--- src/rtl/eac_pkg.sv ---
package eac_pkg;
  localparam int unsigned EAC_WIDTH = 16;
  localparam int unsigned EAC_BLOCK = 4;
  localparam int unsigned EAC_PW    = $clog2(EAC_WIDTH + 1);

  typedef logic [EAC_WIDTH-1:0] eac_word_t;
endpackage

--- src/rtl/eac_mask_gen.sv ---
module eac_mask_gen #(
  parameter int unsigned WIDTH = 16,
  parameter int unsigned PW    = 5
) (
  input  logic [PW-1:0]    exp_p,
  output logic [WIDTH-1:0] low_mask,
  output logic [WIDTH-1:0] tap_sel
);
  // low_mask[i] is set for i < p; tap_sel is one-hot at bit p-1
  for (genvar i = 0; i < WIDTH; i++) begin : g_bit
    assign low_mask[i] = (exp_p > PW'(i));
    assign tap_sel[i]  = (exp_p == PW'(i + 1));
  end
endmodule

--- src/rtl/eac_dual_adder.sv ---
module eac_dual_adder #(
  parameter int unsigned WIDTH = 16,
  parameter int unsigned BLK   = 4
) (
  input  logic [WIDTH-1:0] add_a,
  input  logic [WIDTH-1:0] add_b,
  output logic [WIDTH-1:0] sum_c0,
  output logic [WIDTH-1:0] sum_c1,
  output logic [WIDTH-1:0] cout_c0
);
  localparam int unsigned NBLK = WIDTH / BLK;

  // Each block ripples locally for both block carry-ins; two global
  // select chains (global carry-in 0 and 1) reuse the same block results.
  for (genvar k = 0; k < NBLK; k++) begin : g_blk
    logic [BLK-1:0] gen_v, prop_v;
    logic [BLK:0]   rc_lo, rc_hi;
    logic           cin_g0, cin_g1;

    assign gen_v  = add_a[k*BLK +: BLK] & add_b[k*BLK +: BLK];
    assign prop_v = add_a[k*BLK +: BLK] ^ add_b[k*BLK +: BLK];
    assign rc_lo[0] = 1'b0;
    assign rc_hi[0] = 1'b1;

    for (genvar j = 0; j < BLK; j++) begin : g_rip
      assign rc_lo[j+1] = gen_v[j] | (prop_v[j] & rc_lo[j]);
      assign rc_hi[j+1] = gen_v[j] | (prop_v[j] & rc_hi[j]);
    end

    if (k == 0) begin : g_first
      assign cin_g0 = 1'b0;
      assign cin_g1 = 1'b1;
    end else begin : g_next
      assign cin_g0 = g_blk[k-1].cin_g0 ? g_blk[k-1].rc_hi[BLK] : g_blk[k-1].rc_lo[BLK];
      assign cin_g1 = g_blk[k-1].cin_g1 ? g_blk[k-1].rc_hi[BLK] : g_blk[k-1].rc_lo[BLK];
    end

    for (genvar j = 0; j < BLK; j++) begin : g_out
      assign sum_c0[k*BLK + j]  = prop_v[j] ^ (cin_g0 ? rc_hi[j] : rc_lo[j]);
      assign sum_c1[k*BLK + j]  = prop_v[j] ^ (cin_g1 ? rc_hi[j] : rc_lo[j]);
      assign cout_c0[k*BLK + j] = cin_g0 ? rc_hi[j+1] : rc_lo[j+1];
    end
  end
endmodule

--- src/rtl/eac_reduce_ctl.sv ---
module eac_reduce_ctl #(
  parameter int unsigned WIDTH = 16
) (
  input  logic [WIDTH-1:0] sum_c0,
  input  logic [WIDTH-1:0] cout_c0,
  input  logic [WIDTH-1:0] low_mask,
  input  logic [WIDTH-1:0] tap_sel,
  output logic             take_inc
);
  logic wrap_out;
  logic all_ones;

  // carry out of bit p-1, picked through the one-hot tap
  assign wrap_out = |(cout_c0 & tap_sel);
  // low p bits of the carry-in-0 sum are all ones: second zero
  assign all_ones = &(sum_c0 | ~low_mask);
  assign take_inc = wrap_out | all_ones;
endmodule

--- src/rtl/eac_adder.sv ---
module eac_adder #(
  parameter int unsigned WIDTH = eac_pkg::EAC_WIDTH,
  parameter int unsigned BLK   = eac_pkg::EAC_BLOCK,
  parameter int unsigned PW    = $clog2(WIDTH + 1)
) (
  input  logic [WIDTH-1:0] op_a,
  input  logic [WIDTH-1:0] op_b,
  input  logic [PW-1:0]    exp_p,
  output logic [WIDTH-1:0] sum_o
);
  logic [WIDTH-1:0] low_mask, tap_sel;
  logic [WIDTH-1:0] a_m, b_m;
  logic [WIDTH-1:0] sum_c0, sum_c1, cout_c0;
  logic             take_inc;

  eac_mask_gen #(.WIDTH(WIDTH), .PW(PW)) u_mask (
    .exp_p    (exp_p),
    .low_mask (low_mask),
    .tap_sel  (tap_sel)
  );

  assign a_m = op_a & low_mask;
  assign b_m = op_b & low_mask;

  eac_dual_adder #(.WIDTH(WIDTH), .BLK(BLK)) u_add (
    .add_a   (a_m),
    .add_b   (b_m),
    .sum_c0  (sum_c0),
    .sum_c1  (sum_c1),
    .cout_c0 (cout_c0)
  );

  eac_reduce_ctl #(.WIDTH(WIDTH)) u_ctl (
    .sum_c0   (sum_c0),
    .cout_c0  (cout_c0),
    .low_mask (low_mask),
    .tap_sel  (tap_sel),
    .take_inc (take_inc)
  );

  assign sum_o = (take_inc ? sum_c1 : sum_c0) & low_mask;
endmodule

--- config.mk ---
export PLATFORM = sky130hd
export DESIGN_NAME = eac_adder
export DESIGN_NICKNAME = d
export VERILOG_FILES = /design/src/rtl/eac_pkg.sv /design/src/rtl/eac_mask_gen.sv /design/src/rtl/eac_dual_adder.sv /design/src/rtl/eac_reduce_ctl.sv /design/src/rtl/eac_adder.sv
export SDC_FILE = /design/constraint.sdc
export NUM_CORES = 1
export LEC_CHECK = 0
export BUFFER_PORTS_ARGS = -buffer_cell sky130_fd_sc_hd__clkbuf_2
export CORE_AREA = 2 2 90 92
export DETAILED_ROUTE_END_ITERATION = 10
export DIE_AREA = 0 0 92 94
export PLACE_DENSITY_LB_ADDON = 0.3
export SLEW_MARGIN = 30
export SYNTH_ARGS = -nofsm -noshare
export SYNTH_HDL_FRONTEND = slang
export SYNTH_SLANG_ARGS = --single-unit
--- constraint.sdc ---
create_clock -name vclk -period 14.8
set_input_delay 2.22 -clock vclk [all_inputs]
set_output_delay 2.22 -clock vclk [all_outputs]
set_load 0.005 [all_outputs]
* Yosys cells after proc, flatten, opt, wreduce, memory -nomap -nowiden
Cells that the tools add are included.
** Cells by class
- Add/subtract/negate cells :: 0
- $mul :: 0
- Div/mod/pow operators :: 0
- Order comparisons :: 16
- Equality and inequality tests :: 16
- Shifts and indexed selects :: 0
- Muxes and demuxes :: 30
- Bitwise operators :: 98
- Reductions and logical operators :: 2
** Operators with widths (number)
- $and 16x16->16 :: 4
- $eq 5x4->1 const B :: 8
- $gt 5x4->1 const B :: 8
- $xor 1x1->1 :: 30
- $mux 1 :: 29
- $or 1x1->1 :: 29
- $and 1x1->1 :: 24
- $eq 5x3->1 const B :: 4
- $gt 5x3->1 const B :: 4
- $and 4x4->4 :: 4
- $mux 16 :: 1
- $not 16->16 :: 1
- $or 16x16->16 :: 1
- $reduce_and 16->1 :: 1
- $reduce_or 16->1 :: 1
- $xor 4x4->4 :: 4
- $eq 5x2->1 const B :: 2
- $gt 5x1->1 const B :: 2
- $gt 5x2->1 const B :: 2
- $eq 5x1->1 const B :: 1
- $eq 5x5->1 const B :: 1
- $not 1->1 :: 1
** Storage, ports and cells
- Register bits after elaboration :: 0
- Latch bits :: 0
- Bits in writable memories :: 0
- Bits in read-only memories :: 0
- Input port bits :: 37
- Logic and storage cells :: 162
- Memories :: 0

* Logic depth before layout (Yosys ltp)
Gate-level depths: netlist of run 1.
- Depth in word-level cells :: 19
- Gate-level depth with buffers :: 27
- Mapped depth without buffers :: 25

* By module
From an unflattened synthesis of run 1, not the netlist that was laid out.
** Second synthesis, totals
- Cells, all modules :: 274
- Area total of the unflattened synthesis :: 2026.9 µm²
** Modules (own cells, without submodules)
- eac_dual_adder :: times used 1, cells an instance 120, area an instance 1033.5 µm², seq. area each 0.0 µm²
- eac_adder :: times used 1, cells an instance 66, area an instance 491.7 µm², seq. area each 0.0 µm²
- eac_mask_gen :: times used 1, cells an instance 53, area an instance 292.8 µm², seq. area each 0.0 µm²
- eac_reduce_ctl :: times used 1, cells an instance 35, area an instance 209.0 µm², seq. area each 0.0 µm²

* Worst setup path after synthesis of run 1
No wires, ideal clock.
- Kind :: in2out
- Start :: input port exp_p[1]
- End :: output port sum_o[13]
- Data arrival time :: 7.590 ns
- Path slack :: 4.990 ns
- Cell stages on the path :: 26
- Path buffers :: 3
- Cells stage by stage :: buf_2 clkbuf_1 inv_1 nand3_1 nand2_1 fa_1 fa_1 fa_1 nand2b_4 a31oi_2 nand2_1 o21ai_0 nand3_1 nand2_1 nand2_1 fa_1 inv_1 o22ai_1 o2111ai_1 a2111oi_0 and4_4 a31oi_1 buf_4 and3_1 or3_1 a21oi_1
** Between the ends
- Word-level cells in the longest chain between the ends :: 19
** Ends and longest elaborated chain
- start, declared :: RTL line eac_adder.sv:8 : input logic [PW-1:0] exp_p,
- $gt 5x3->1 :: RTL line eac_mask_gen.sv:11 : assign low_mask[i] = (exp_p > PW'(i));
- $and 16x16->16, on equally long branches :: RTL line eac_adder.sv:22, eac_adder.sv:23
- $and 4x4->4 or $xor 4x4->4 (tied branches) :: RTL line eac_dual_adder.sv:20, eac_dual_adder.sv:21
- $or 1x1->1 :: RTL line eac_dual_adder.sv:27 : assign rc_hi[j+1] = gen_v[j] | (prop_v[j] & rc_hi[j]);
- $and 1x1->1 :: RTL line eac_dual_adder.sv:27
- $or 1x1->1 :: RTL line eac_dual_adder.sv:27
- $and 1x1->1 :: RTL line eac_dual_adder.sv:27
- $or 1x1->1 :: RTL line eac_dual_adder.sv:27
- [... 2 more ...]
- $mux 1 (2 in a row) :: RTL line eac_dual_adder.sv:34, eac_dual_adder.sv:41
- $mux 1, on equally long branches :: RTL line eac_dual_adder.sv:39, eac_dual_adder.sv:41
- $xor 1x1->1 :: RTL line eac_dual_adder.sv:39 : assign sum_c0[k*BLK + j] = prop_v[j] ^ (cin_g0 ? rc_hi[j] : rc_lo[j]);
- $or 16x16->16 :: RTL line eac_reduce_ctl.sv:16 : assign all_ones = &(sum_c0 | ~low_mask);
- $reduce_and 16->1 :: RTL line eac_reduce_ctl.sv:16
- $or 1x1->1 :: RTL line eac_reduce_ctl.sv:17 : assign take_inc = wrap_out | all_ones;
- $mux 16 :: RTL line eac_adder.sv:41 : assign sum_o = (take_inc ? sum_c1 : sum_c0) & low_mask;
- $and 16x16->16 * :: RTL line eac_adder.sv:41
- end, declared :: RTL line eac_adder.sv:9 : output logic [WIDTH-1:0] sum_o
Mark *: on every way between the ends. The rest lies on a longest branch, timed or not.

* Worst setup path in the final report of run 1
- Start :: input port exp_p[4]
- End :: output port sum_o[10]
The elaborated chain is that of the path after synthesis.

==> flow_summary.toml, run 1 <==
[run_status]
status = "complete, no violations"

[clock_network]
ctsResizeCount = 0
postCtsSetupBuffers = 0
cts.hold.buffers_added = 0

[layout]
final_util_pct = 33.6
final-seq-area_um2 = 0
antenna_cells = 0
layout-drive-gt1-share_pct = 21.3
layoutNonFillerInstCount = 468
n_sequential_cell = 0
final_common_cell = "clkbuf_2"
nets = 429
synthToLayoutAreaGrowth_pct = 14.2
clock_buffers = 0
most-common-layout-cells = "clkbuf_2 (53), nand2_1 (33), nor2_1 (25)"

[route]
dr.pass1.iters = 5
drc = 0
drt_iter0_drc = 129
num_vias = 2553
wire_per_inst_um = 14.4
wl_um = 6730
ant_nets = 0
post_drt_via_cell_ratio = 5.46

[setup_path]
crit_path_start = "exp_p[4]"
critPathKind = "in2out"
arrival_ns = 8.74
end_kind = "output pin"
cp_max_fo = 22
cp.required_ns = 12.58
start_kind = "input pin"

[floorplan]
die_y_um = 94
core_area_mm2 = 0.00761
initial_core_util_pct = 29.4
ioPinCount = 53
dieArea_mm2 = 0.00865
num_rows = 32
die_w_um = 92

[sta]
fin_crit_ns = 10.96
period_share_pct = 74.0
rsz0062_at_grt = "no"
setup_tns_ns = 0
worst_slack_ns = 3.84
worstMarginPinSlew_ns = 0.961
clock.fmax_ghz = 0.0912
drv_slew = 0
final_hold_viol_count = 0
max-slew-margin-rel_pct = 35.9
finalSetupViolations = 0

[synthesis]
synth_cell_types = 77
yosys_warnings = 0
synth_fp_nets = 388
synth_cells = 327
netlist_area_mm2 = 0.00224
yosysSeqAreaShare_pct = 0
avgSynthCellArea_um2 = 6.84

[min_path]
min-delay-start = "op_b[3]"
min_path_type = "in2out"

[global_routing]
grt_pass1_vias = 2416
grt_usage_pct = 15.4
overflow = 0
grt_pass1_wl_um = 11400
grt_max_degree = 23
antenna_found_initial = 0

[power]
powerDensity_mw_per_mm2 = 47.7
max-vdd-ir-drop_mv = 0.0177
power.leakage_nw = 1.19

[placed_design]
dp_hpwl_um = 5420
gp_congestion = 0.895
dp.cells = 468
port_buffers = 53
place_ws_ns = 3.87

[flow_run]
cap_violations = 0
-- critical path: stages --
cell and delay, ns:
clkbuf_2 0.37, nor3_2 0.16, nand2_1 0.11, and2_1 0.15, ha_1 0.18, inv_1 0.06, fa_1 0.40, fa_1 0.42
fa_1 0.48, nand2b_4 0.21, a31oi_2 0.26, nand2_1 0.17, o21ai_0 0.18, nand3_1 0.18, nand2_1 0.10, nand2_1 0.08
fa_1 0.55, inv_1 0.06, o22ai_1 0.16, o2111ai_1 0.14, a2111oi_0 0.42, and4_4 0.33, a31o_1 0.49, nor3_1 0.12
or3_1 0.37, a21oi_1 0.23, clkbuf_2 0.15
-- cells by family (layout without fill, tap and decap cells) --
kind of cell	Yosys count	after routing	share of synthesized area [%]
mux	5	5	3.41
buf+inv	37	76	7.55
simple gates	152	152	37.4
fa+ha+maj	25	25	16.2
compound gates	104	104	33.9
xor+xnor	4	4	1.57
-- synth_stat cells (7+ instances only) --
cell | number | area (um^2)
a31oi_1 | 8 | 50.1
and2_1 | 12 | 75.1
ha_1 | 17 | 213
nand2b_1 | 7 | 43.8
o21ai_0 | 15 | 75.1
inv_1 | 23 | 86.3
fa_1 | 7 | 140
a21oi_1 | 22 | 110
and3_1 | 10 | 62.6
nor2_1 | 25 | 93.8
nor3_1 | 14 | 70.1
nor2b_1 | 17 | 106
nand2_1 | 33 | 124
-- final cells by class --
cell class                 instances  area (um^2)
multi-input combinational        290         2070
timing repair buffer              53          265
tap                              102          128
inverter                          23         86.3
fill                             872         5050
-- path summary, 6_finish.rpt --
kind,endpoint,slack [ns],depth (start not counted)
setup / recovery,sum_o[10],3.84,27
hold / removal,sum_o[3],5.06,6
-- metal layers --
layer | track usage (%) | up-vias | wire length [um]
met5 | 0 | - | 0
met4 | 0.498 | 0 | 21
met3 | 0.722 | 2 | 343
met2 | 28.2 | 71 | 3220
met1 | 21.2 | 1196 | 3140
li1 | - | 1284 | -
-- where the power goes --
part	leakage, nW	switching [W]	internal, W
Clock	0	0	0
Combinational	1.19	0.0000689	0.0000527
Sequential	0	0	0
Total	1.19	0.0000689	0.0000527
-- metrics by stage --
step | total power (W) | hold slack, ns | cell area (um^2)
after floorplan | 0.0000885 | 4.64 | 2240
after global placement | 0.000120 | 5.06 | 2550
after detailed placement | 0.000120 | 5.06 | 2550
after CTS | 0.000121 | 5.06 | 2550
after global routing | 0.000137 | 5.10 | 2550
final | 0.000122 | 5.06 | 2550
No activity file was read; power rests on OpenSTA's default activity.
==> inputs of run 2 (changes only) <==
--- a/config.mk
+++ b/config.mk
@@ -5,6 +5,7 @@
 export SDC_FILE = /design/constraint.sdc
 export NUM_CORES = 1
 export LEC_CHECK = 0
+export ABC_AREA = 1
 export BUFFER_PORTS_ARGS = -buffer_cell sky130_fd_sc_hd__clkbuf_2
 export CORE_AREA = 2 2 90 92
 export DETAILED_ROUTE_END_ITERATION = 10
==> constraint.sdc (replaced) <==
create_clock -name vclk -period 9.99
set_input_delay 1.4985 -clock vclk [all_inputs]
set_output_delay 1.4985 -clock vclk [all_outputs]
set_load 0.005 [all_outputs]
==> flow_summary.toml, run 2 <==
[synthesis]
synth_fp_nets = 467
synth_top_area_share_pct = 19.8
yosys_warnings = 0
synth_cell_types = 35
yosys-top-cells-count = "nand2_1 (118), inv_1 (74), nor2_1 (47)"
synthTopCellsByArea = "nand2_1 (20%), inv_1 (12%), ha_1 (9.5%), nand3_1 (9.0%), nor2_1 (7.9%)"
yosysSeqAreaShare_pct = 0
avgSynthCellArea_um2 = 5.51
yosysTopAreaCell = "nand2_1"
synth_cells = 406
yosysMostFrequentCell = "nand2_1"
netlist_area_mm2 = 0.00224

[route]
drc = 0
dr.pass1.iters = 4
ant_nets = 0
wl_um = 6290
drt_iter0_drc = 128
post_drt_via_cell_ratio = 4.62
wire_per_inst_um = 11.3
num_vias = 2565

[sta]
rsz0062_at_grt = "no"
setup_tns_ns = 0
clock.fmax_ghz = 0.120
final_hold_viol_count = 0
drv_slew = 0
period_share_pct = 83.4
max-slew-margin-rel_pct = 66.4
fin_crit_ns = 8.33
worstMarginPinSlew_ns = 0.501
finalSetupViolations = 0

[global_routing]
grt_pass1_wl_um = 10700
antenna_found_initial = 0
grt_pass1_vias = 2400
grt_usage_pct = 14.5
overflow = 0
grt_max_degree = 18

[setup_path]
cp_max_fo = 17
start_kind = "input pin"
cp.required_ns = 8.49
endpoint = "sum_o[14]"
slowest_delay_ns = 0.56
arrival_ns = 6.83
crit_path_top_delay_cell = "fa_1"
critPathKind = "in2out"
crit_path_start = "exp_p[4]"
end_kind = "output pin"

[min_path]
min-delay-start = "exp_p[4]"
min_path_type = "in2out"

[floorplan]
num_rows = 32
die_w_um = 92
ioPinCount = 53
core_area_mm2 = 0.00761
dieArea_mm2 = 0.00865
die_y_um = 94
initial_core_util_pct = 29.4

[layout]
nets = 516
synthToLayoutAreaGrowth_pct = 15.3
final_common_cell = "nand2_1"
final-seq-area_um2 = 0
stdcell_area_mm2 = 0.00258
most-common-layout-cells = "nand2_1 (118), inv_1 (74), clkbuf_2 (53)"
n_sequential_cell = 0
antenna_cells = 0
clock_buffers = 0
layout-drive-gt1-share_pct = 20.3

[placed_design]
dp_hpwl_um = 5350
place_area_mm2 = 0.00258
port_buffers = 53
gp_congestion = 0.957

[flow_run]
cap_violations = 0

[clock_network]
ctsResizeCount = 0
postCtsSetupBuffers = 0
cts.hold.buffers_added = 0

[power]
max-vdd-ir-drop_mv = 0.0188
powerDensity_mw_per_mm2 = 81.9
power.leakage_nw = 1.60

[run_status]
status = "complete, no violations"
[run 2: changes by cell type in the layout (fill, tap and decap cells not counted), moves of 7 or more]
cell,before,now
nor2b_1,17,0
xor2_1,1,10
nor2_1,25,47
inv_1,23,74
nor3_1,14,2
and3_1,10,0
nand2_1,33,118
nand3_1,6,40
nand2b_1,7,0
a31oi_1,7,0
and2_1,12,1
[run 2: worst min path at each step]
stage	end	depth (start not counted)
after floorplan	sum_o[15]	3
after CTS	sum_o[15]	4
after detailed placement	sum_o[15]	4
final	sum_o[15]	4
after global placement	sum_o[15]	4
after global routing	sum_o[15]	4
[run 2: layout make-up]
class              count  area [um^2]
multi-input cells    319         1880
well taps            102          128
repair buffers        53          265
inverters             81          305
fillers              876         5030
[run 2: layer usage]
layer / part of all wire [%] / global-route usage, %
met1: 48 / 20.3
met2: 46 / 25.9
met3: 5.8 / 1.04
met4: 0 / 0.622
met5: 0 / 0
[run 2: logic make-up after synthesis]
family / count (synthesis) / synth area share, %
compound gates: 42 / 11.1
simple gates: 239 / 51.8
fa+ha+maj: 24 / 15.8
xor+xnor: 14 / 5.48
buf+inv: 87 / 15.9
[run 2: metrics by stage]
step	total power [W]	utilization, %	instances	hold WS [ns]	setup WS [ns]
after floorplan	0.000157	-	406	3.22	2.58
final	0.000211	33.9	555	3.45	1.66
after global placement	0.000210	33.9	555	3.44	1.85
after detailed placement	0.000211	33.9	555	3.46	1.65
after CTS	0.000212	33.9	555	3.46	1.64
after global routing	0.000240	33.9	555	3.48	1.22
[run 2: power breakdown]
group / leakage, nW / switching [W] / internal (W) / total (W)
clock network: 0 / 0 / 0 / 0
registers: 0 / 0 / 0 / 0
logic: 1.60 / 0.000131 / 0.0000807 / 0.000211
total: 1.60 / 0.000131 / 0.0000807 / 0.000211
[run 2: worst max-delay path, delay by kind of cell]
kind | cells | cell delay (ns)
AOI/OAI and AO/OA | 2 | 0.26
and+or+nand+nor | 18 | 2.06
buffers and inverters | 6 | 0.91
adders and majority gates | 5 | 2.09
